<file path="src/rtl/modq_serial_mul.sv">
module modq_serial_mul #(
  parameter int W = 12,
  parameter int Q = 3329
) (
  input  logic         clk,
  input  logic         rst_n,
  input  logic         start,
  input  logic [W-1:0] mcand,
  input  logic [W-1:0] mplier,
  output logic         busy,
  output logic         done,
  output logic [W-1:0] product,
  input  logic [W-1:0] op_a,
  input  logic [W-1:0] op_b,
  input  logic         op_sub,
  output logic [W-1:0] addsub_out
);
  localparam int CW = $clog2(W + 1);
  localparam logic [W+1:0] Q1 = (W+2)'(Q);
  localparam logic [W+1:0] Q2 = (W+2)'(2 * Q);
  localparam logic [W+1:0] Q3 = (W+2)'(3 * Q);

  logic [W-1:0]  acc, a_reg, b_sh;
  logic [CW-1:0] cnt;
  logic [W+1:0]  raw, red;
  logic          take;

  assign busy    = (cnt != '0);
  assign take    = start && !busy;
  assign product = acc;

  always_comb begin
    if (take)
      raw = (W+2)'(mplier[W-1] ? mcand : '0);
    else
      raw = {1'b0, acc, 1'b0} + (W+2)'(b_sh[W-1] ? a_reg : '0);
    if (raw >= Q3)      red = raw - Q3;
    else if (raw >= Q2) red = raw - Q2;
    else if (raw >= Q1) red = raw - Q1;
    else                red = raw;
  end

  always_ff @(posedge clk or negedge rst_n) begin
    if (!rst_n) begin
      acc   <= '0;
      a_reg <= '0;
      b_sh  <= '0;
      cnt   <= '0;
      done  <= 1'b0;
    end else if (take) begin
      acc   <= red[W-1:0];
      a_reg <= mcand;
      b_sh  <= mplier << 1;
      cnt   <= CW'(W - 1);
      done  <= (W == 1);
    end else if (busy) begin
      acc   <= red[W-1:0];
      b_sh  <= b_sh << 1;
      cnt   <= cnt - 1'b1;
      done  <= (cnt == CW'(1));
    end else begin
      done  <= 1'b0;
    end
  end

  logic [W:0] sum_w, dif_w;
  assign sum_w = {1'b0, op_a} + {1'b0, op_b};
  assign dif_w = {1'b0, op_a} - {1'b0, op_b};
  assign addsub_out = op_sub ? (dif_w[W] ? W'(dif_w + (W+1)'(Q)) : dif_w[W-1:0])
                             : (sum_w >= (W+1)'(Q) ? W'(sum_w - (W+1)'(Q)) : sum_w[W-1:0]);


  partial_below_q_chk: assert property (@(posedge clk) disable iff (!rst_n)
    busy |-> (product < W'(Q)));


  result_below_q_chk: assert property (@(posedge clk) disable iff (!rst_n)
    done |-> (product < W'(Q)));


  done_single_chk: assert property (@(posedge clk) disable iff (!rst_n)
    done |=> !done);


  busy_start_ignored_chk: assert property (@(posedge clk) disable iff (!rst_n)
    (busy && start) |=> (cnt == $past(cnt) - 1'b1));


  product_hold_chk: assert property (@(posedge clk) disable iff (!rst_n)
    (!busy && !start) |=> $stable(product));


  addsub_range_chk: assert property (@(posedge clk) disable iff (!rst_n)
    (op_a < W'(Q) && op_b < W'(Q)) |-> (addsub_out < W'(Q)));
endmodule

</file>
<file path="config.mk">
export PLATFORM = sky130hd
export DESIGN_NAME = modq_serial_mul
export DESIGN_NICKNAME = d
export VERILOG_FILES = /design/src/rtl/modq_serial_mul.sv
export SDC_FILE = /design/constraint.sdc
export NUM_CORES = 1
export LEC_CHECK = 0
export CORE_ASPECT_RATIO = 1.5
export CORE_MARGIN = 2
export CORE_UTILIZATION = 60
export CTS_CLUSTER_SIZE = 25
export DETAILED_ROUTE_END_ITERATION = 10
export PLACE_DENSITY = 0.95
export SLEW_MARGIN = 20
export SYNTH_ARGS = -nofsm -noshare
export SYNTH_HDL_FRONTEND = slang
export SYNTH_SLANG_ARGS = --single-unit
</file>
<file path="constraint.sdc">
create_clock -name clk -period 11.01 [get_ports clk]
set_input_delay 1.101 -clock clk [delete_from_list [all_inputs] [get_ports clk]]
set_output_delay 1.101 -clock clk [all_outputs]
set_load 0.1 [all_outputs]
</file>
==> impl_results.rst, run 1 <==
.. list-table::
   :header-rows: 1

   * - Metric
     - Value
   * - Via count of the first global-routing pass
     - 4924
   * - Detailed-route DRC error count
     - 0
   * - All-Layer GR Usage
     - 29.2%
   * - Critical path type
     - primary input to output port
   * - Count of standard-cell rows
     - 40
   * - RSZ-0062 raised after global routing
     - false
   * - Count of max-cap constraint violations
     - 0
   * - Full die area
     - 8870 um^2
   * - Antenna Nets Post-Route
     - 0
   * - Depth of the CTS H-tree
     - 2
   * - Data arrival time of the critical path
     - 5.95 ns
   * - Setup slack, reg-to-reg
     - 6.06 ns
   * - Count of antenna diodes in the layout
     - 0
   * - Post-layout nets
     - 790
   * - Clock input transition at the sequential cells of the worst setup and hold paths
     - 0.06 ns
   * - Critical path launch point type
     - primary input
   * - Placer congestion estimate
     - 0.912
   * - Share of synthesized area spent on multiplexers
     - 3.31%
   * - Number of cells traversed by the worst hold path
     - 2
   * - Largest family of logic cells by synthesized area
     - compound AO/OA/AOI/OAI gates
   * - Skew-Pair Late Insertion Delay
     - 0.29 ns
   * - Buffers from clock root to sink, at most
     - 2
   * - First DRT Iteration DRCs
     - 288
   * - Pin count of the biggest net entering global routing
     - 41
   * - End of the worst register-to-register path
     - product[10]
   * - Most common flop cell mapped by yosys
     - dfrtp_1
   * - Worst slack on hold paths
     - 0.467 ns
   * - Reg2reg path depth
     - 13
   * - HPWL after detailed placement
     - 10000 um
   * - Outcome
     - complete, no violations
   * - Fraction of synthesized cell area taken by the top area cell type
     - 20.5%
   * - Post-synth top area cell
     - dfrtp_1
   * - Count leader, synth
     - nand2_1
   * - Power Density
     - 306 nW/um^2
   * - Max-slew violation total from the final report
     - 0
   * - Sequential-to-total area share from yosys stat
     - 20.5%
   * - Post-detailed-route wirelength per cell
     - 16.3 um
   * - Router iterations before antenna repair
     - 4
   * - Slew @ Worst Pin
     - 0.988 ns
   * - Commonest cells in the synthesized netlist
     - 88 x nand2_1, 55 x nor2_1, 47 x ha_1, 44 x a21oi_1, 40 x dfrtp_1
   * - Final critical-path setup slack
     - 3.96 ns
   * - Yosys warning count
     - 0
   * - Initial Utilization
     - 61.2%
   * - Origin of the critical flop-to-flop path
     - b_sh[11]
   * - Hold Buf Count CTS
     - 0
   * - Number of cells upsized or downsized after cts
     - 0
   * - Number of enable flip-flop cells after synthesis
     - 0
   * - Simple-gate portion of the synthesized area
     - 22.9%
   * - Floorplan Core Area
     - 7960 um^2
   * - # setup viols final
     - 0
   * - Via density per instance
     - 6.10
   * - Netlist area before placement
     - 4870 um^2
   * - Final cell utilization of the core
     - 73.2%
   * - Height of the die
     - 114 um
   * - Number of CTS-inserted buffers
     - 5
   * - Top area cells in the synthesized netlist
     - dfrtp_1 21%, ha_1 12%, xnor2_1 6.8%
   * - Number of antenna violations at the first check in global routing
     - 0
   * - Sum of routed wire length over all layers
     - 12900 um
   * - Setup slack at placement
     - 3.98 ns
   * - Final hold violation count
     - 0
   * - Leakage
     - 0.00253 uW
   * - Biggest fanout along the worst timing path
     - 10
   * - I/O pin total
     - 78
   * - Area growth from synthesis to final layout
     - 19.6%
   * - Worst Skew
     - 0.0100 ns
   * - Post-layout min period
     - 7.05 ns
   * - Type of destination of the critical path
     - output port
   * - Global-route wire length before repair
     - 21300 um
   * - Area share of xor/xnor cells in the synthesized design
     - 9.35%
   * - Maximum vdd ir drop
     - 0.220 mV
   * - Data required time of the critical path
     - 9.91 ns
   * - Async set-reset flop share out of synthesis
     - 100%
   * - Number of library cell types mapped by synthesis
     - 81
   * - Post-Synthesis Net Count
     - 733
   * - Number of I/O port buffers
     - 77
   * - Post-Syn Area per Cell
     - 7.72 um^2
   * - DIE WIDTH
     - 77.6 um
   * - Type of the tightest min-delay check
     - register to register
   * - Global route overflow
     - 0
   * - Origin of the worst min-delay path
     - a_reg[2]
   * - Buffer count from post-CTS setup fixing
     - 0
   * - Crit share post-route
     - 64.1%
   * - Max_slew headroom
     - 33.9%
   * - Fmax
     - 0.142 GHz
   * - Adder-cell share of the synthesized area
     - 13.3%
   * - Synth Register Bits
     - 40
   * - Endpoint of the worst hold path
     - a_reg[2]
   * - Number of cells produced by synthesis
     - 631
   * - Filler cell count in the final layout
     - 567
   * - Fraction of layout instances using a drive strength above 1
     - 5.95%
   * - CTS tree
     - yes
   * - Root cell of the clock tree
     - clkbuf_16
   * - Setup TNS
     - 0 ns
   * - Total chip power
     - 1780 uW
   * - Sinks on Clock Net
     - 40
   * - Area fraction in compound gates after synthesis
     - 25.1%
   * - DR vias
     - 4846
   * - Critical path startpoint
     - op_a[1]
area by class of cell:
type | count | area [um^2] | share of cell area, %
clock buffers | 5 | 125 | 2.15
multi-input cells | 526 | 3610 | 61.9
repair buffers | 79 | 781 | 13.4
clock inverters | 3 | 46.3 | 0.795
inverters | 36 | 135 | 2.32
flip-flops and latches | 40 | 1000 | 17.2
well taps | 105 | 131 | 2.25
cell usage in the layout, fill, tap and decap left out, drive strengths merged, types with 4 or more instances in the layout:
cell	netlist	final
a211o	4	4
a211oi	12	12
a21o	6	6
a21oi	45	45
a31oi	10	10
and2	17	17
and3	5	5
clkbuf	16	5
clkdlybuf4s50	0	76
dfrtp	40	40
ha	47	47
inv	36	37
mux2i	15	15
nand2	89	89
nand2b	10	10
nand3	19	19
nor2	56	56
nor3	13	13
o211ai	5	5
o21a	5	5
o21ai	48	48
o21bai	5	5
o31ai	5	5
o41ai	5	5
xnor2	38	38
xor2	14	14
worst max-delay path by stage:
stage / end / slack, ns
after global placement: addsub_out[3] / 4.13
final: addsub_out[3] / 3.96
after CTS: addsub_out[3] / 3.97
after floorplan: addsub_out[3] / 3.94
after global routing: addsub_out[5] / 3.68
after detailed placement: addsub_out[3] / 3.98
stage by stage:
step	std cells	instance area, um^2
floorplan	631	4870
global placement	786	5650
detailed placement	786	5650
CTS	794	5820
global route	794	5830
finish	794	5830
layer usage:
metal | vias up | track usage [%] | routed length [um]
met5 | - | 0 | 0
met4 | 0 | 12.3 | 354
met3 | 31 | 2.60 | 481
met2 | 181 | 60.1 | 7130
met1 | 2304 | 29.1 | 4950
li1 | 2330 | - | -
cell families (layout without fill, tap and decap cells):
logic type | count (synthesis) | after routing
simple gates | 234 | 234
buf+inv | 65 | 123
compound gates | 174 | 174
fa+ha+maj | 50 | 50
flops | 40 | 40
xor+xnor | 52 | 52
mux | 16 | 16
report_power, final:
group | switching (uW) | leakage [uW] | internal [uW]
registers | 58.8 | 0.000500 | 221
clock network | 61.8 | 0.0000804 | 108
logic | 867 | 0.00195 | 464
critical path, stage by stage:
cell and delay [ns]:
clkdlybuf4s50_1 0.57, inv_1 0.10, fa_1 0.49, o21ba_2 0.23, o21ai_1 0.17, xnor2_1 0.13, nor4b_2 0.38, nand3_1 0.21
o41ai_1 0.41, a211oi_1 0.14, or2_2 0.39, nor3b_1 0.18, xnor2_1 0.14, o21ai_0 0.15, clkdlybuf4s50_1 1.16
No activity file was read; power rests on OpenSTA's default activity.
==> run 2: changes to the inputs <==
Settings changed: CORE_UTILIZATION 60 to 50, PLACE_DENSITY 0.95 to 0.89.
Clock period 11.01 ns to 5.9 ns, I/O delays scaled along.
==> run 2 against run 1 <==
Total power rose by 85%. Wire length rose by 1.4%. Largest power group unchanged. Sequential share of layout area barely moved. Combinational power rose by 87%. Global-route usage fell by 5.0 points. Sequential power rose by 86%.
==> impl_results.rst, run 2 (synthesis gave the netlist of run 1 again) <==
.. list-table::
   :header-rows: 1

   * - Metric
     - Value
   * - Maximum vdd ir drop
     - 0.477 mV (was 0.220 mV)
   * - Logic pwr share
     - 75.6% (was 74.8%)
   * - Count of max-cap constraint violations
     - 0 (unchanged)
   * - # setup viols final
     - 0 (unchanged)
   * - Root cell of the clock tree
     - clkbuf_16 (unchanged)
   * - Crit share post-route
     - 88.3%
   * - Worst Skew
     - 0.0115 ns (was 0.0100 ns)
   * - Via count of the first global-routing pass
     - 4889 (was 4924)
   * - Setup TNS
     - 0 ns (unchanged)
   * - Max_slew headroom
     - 34.3% (was 33.9%)
   * - Origin of the critical flop-to-flop path
     - b_sh[11] (unchanged)
   * - Via density per instance
     - 6.00 (was 6.10)
   * - Hold Buf Count CTS
     - 0 (unchanged)
   * - Number of gates on the worst path with buffers counted
     - 15 (unchanged)
   * - Crit-path max cell delay
     - 0.71 ns (was 1.16 ns)
   * - Sinks on Clock Net
     - 40 (unchanged)
   * - Initial Utilization
     - 50.8% (was 61.2%)
   * - Full die area
     - 10600 um^2 (was 8870 um^2)
   * - Outcome
     - complete, no violations (unchanged)
   * - Post-layout nets
     - 793 (was 790)
   * - Slowest stage cell on the critical path
     - a2111oi_0 (was clkdlybuf4s50_1)
   * - Fmax
     - 0.192 GHz
   * - Top cell family by delay on the critical path
     - compound AO/OA/AOI/OAI gates (was buffers and inverters)
   * - Setup slack, reg-to-reg
     - 0.79 ns (was 6.06 ns)
   * - Number of I/O port buffers
     - 77 (unchanged)
   * - Antenna Nets Post-Route
     - 0 (unchanged)
   * - Leading cell types in the layout, fill and taps excluded
     - 88 x nand2_1, 64 x clkdlybuf4s50_1, 55 x nor2_1 (was 88 x nand2_1, 76 x clkdlybuf4s50_1, 55 x nor2_1)
   * - Type of the tightest min-delay check
     - primary input to async pin (was register to register)
   * - DR vias
     - 4843 (was 4846)
   * - Fraction of power spent switching nets
     - 56.3% (was 55.5%)
   * - DIE WIDTH
     - 84.6 um (was 77.6 um)
   * - RSZ-0062 raised after global routing
     - false (unchanged)
   * - Register share of total power
     - 15.8% (was 15.7%)
   * - Detailed-route DRC error count
     - 0 (unchanged)
   * - Total buffers and inverters traversed by the critical path
     - 3 (unchanged)
   * - I/O pin total
     - 78 (unchanged)
   * - Placed cell count
     - 799 (was 786)
   * - Final cell utilization of the core
     - 60.7% (was 73.2%)
   * - Setup slack at placement
     - 0.743 ns (was 3.98 ns)
   * - Biggest fanout along the worst timing path
     - 10 (unchanged)
   * - Count of antenna diodes in the layout
     - 0 (unchanged)
   * - Slew @ Worst Pin
     - 0.982 ns (was 0.988 ns)
   * - Number of antenna violations at the first check in global routing
     - 0 (unchanged)
   * - Global-route wire length before repair
     - 21300 um (about the same)
   * - Buffers from clock root to sink, at most
     - 2 (unchanged)
   * - Post-layout min period
     - 5.21 ns
   * - Count of standard-cell rows
     - 44 (was 40)
   * - Clk network pwr share
     - 8.7% (was 9.5%)
   * - Data required time of the critical path
     - 5.31 ns (was 9.91 ns)
   * - Clock input transition at the sequential cells of the worst setup and hold paths
     - 0.06 ns (about the same)
   * - Pin count of the biggest net entering global routing
     - 41 (unchanged)
   * - All-Layer GR Usage
     - 24.3% (was 29.2%)
   * - Final hold violation count
     - 0 (unchanged)
   * - End of the worst register-to-register path
     - product[10] (unchanged)
   * - Global route overflow
     - 0 (unchanged)
   * - Skew-Pair Late Insertion Delay
     - 0.30 ns (was 0.29 ns)
   * - Post-detailed-route wirelength per cell
     - 16.2 um (was 16.3 um)
   * - Height of the die
     - 125 um (was 114 um)
   * - Filler cell count in the final layout
     - 798 (was 567)
   * - Buffer count from post-CTS setup fixing
     - 0 (unchanged)
   * - Number of cells upsized or downsized after cts
     - 0 (unchanged)
   * - Depth of the CTS H-tree
     - 2 (unchanged)
   * - HPWL after detailed placement
     - 10000 um (about the same)
   * - Type of destination of the critical path
     - output port (unchanged)
   * - Power dissipated by switching net loads
     - 1860 uW (was 988 uW)
   * - Critical path type
     - primary input to output port (unchanged)
   * - Max-slew violation total from the final report
     - 0 (unchanged)
   * - Fraction of layout instances using a drive strength above 1
     - 8.09% (was 5.95%)
   * - First DRT Iteration DRCs
     - 227 (was 288)
   * - Reg2reg path depth
     - 13 (unchanged)
   * - CTS tree
     - yes (unchanged)
   * - Router iterations before antenna repair
     - 8 (was 4)
   * - Internal power summed over all cells
     - 1440 uW (was 793 uW)
   * - Sum of routed wire length over all layers
     - 13100 um (was 12900 um)
   * - Data arrival time of the critical path
     - 4.62 ns (was 5.95 ns)
   * - Placer congestion estimate
     - 0.930 (was 0.912)
   * - Leakage
     - 0.00255 uW (was 0.00253 uW)
   * - Number of CTS-inserted buffers
     - 5 (unchanged)
   * - Power Density
     - 568 nW/um^2 (was 306 nW/um^2)
   * - Most common cell after layout, fill and taps aside
     - nand2_1 (unchanged)
   * - Post-Layout Cell Count
     - 807 (was 794)
   * - Floorplan Core Area
     - 9580 um^2 (was 7960 um^2)
   * - Final critical-path setup slack
     - 0.691 ns (was 3.96 ns)
   * - Cell-by-cell listing of the critical path
     - clkdlybuf4s50_1 -> inv_1 -> ha_1 -> o21ba_2 -> o21ai_1 -> a2111oi_0 -> nor2_1 -> xnor2_1 -> o41ai_1 -> a211oi_1 -> or2_2 -> nor3b_1 -> xnor2_1 -> o21ai_1 -> buf_4 (was clkdlybuf4s50_1 -> inv_1 -> fa_1 -> o21ba_2 -> o21ai_1 -> xnor2_1 -> nor4b_2 -> nand3_1 -> o41ai_1 -> a211oi_1 -> or2_2 -> nor3b_1 -> xnor2_1 -> o21ai_0 -> clkdlybuf4s50_1)
   * - Area growth from synthesis to final layout
     - 19.4% (was 19.6%)
   * - Critical path launch point type
     - primary input (unchanged)
run 2: worst max-delay path by stage:
stage,startpoint,endpoint
2_1_floorplan,op_a[0],addsub_out[6]
3_3_place_gp,op_a[1],addsub_out[3]
3_5_place_dp,b_sh[11],product[10]
4_1_cts,b_sh[11],product[10]
5_1_grt,op_b[2],addsub_out[4]
6_report,op_b[2],addsub_out[3]
run 2: power by group through the flow:
stage	clock network, uW	registers [uW]	logic [uW]
finish	286	521	2490
floorplan	0	806	1650
detailed placement	0	523	2420
global placement	0	513	2360
global route	299	537	2680
CTS	288	519	2450
run 2: area by class of cell:
class / instances / area (um^2) / area share [%]
tap: 115 / 144 / 2.47
inverter: 36 / 135 / 2.32
clock buffer: 6 / 139 / 2.39
timing repair buffer: 82 / 773 / 13.3
sequential: 40 / 1000 / 17.2
clock inverter: 2 / 15.0 / 0.258
multi-input combinational: 526 / 3610 / 62.0
run 2: routing by layer:
metal	vias to the layer above	routed length (um)	GRT usage [%]
li1	2340	-	-
met1	2263	4860	24.9
met2	194	7110	46.2
met3	46	638	3.45
met4	0	497	12.4
met5	-	0	0
run 2: stage by stage:
step,power (uW),cell area (um^2),hold WS [ns]
finish,3300,5810,0.436
detailed placement,2950,5650,0.455
global placement,2870,5650,0.450
CTS,3250,5810,0.465
floorplan,2460,4870,0.294
global route,3520,5810,0.493
run 2: worst register-to-register path: stages (launching register included):
cell,delay (ns)
dfrtp_1,0.54
and2_1,0.23
ha_1,0.22
fa_1,0.49
a211oi_4,0.42
o211ai_2,0.19
and2_4,0.18
o31ai_2,0.78
o41ai_2,0.25
a31oi_2,0.68
o311ai_0,0.36
a41oi_2,0.31
xnor2_1,0.19
a21oi_1,0.11
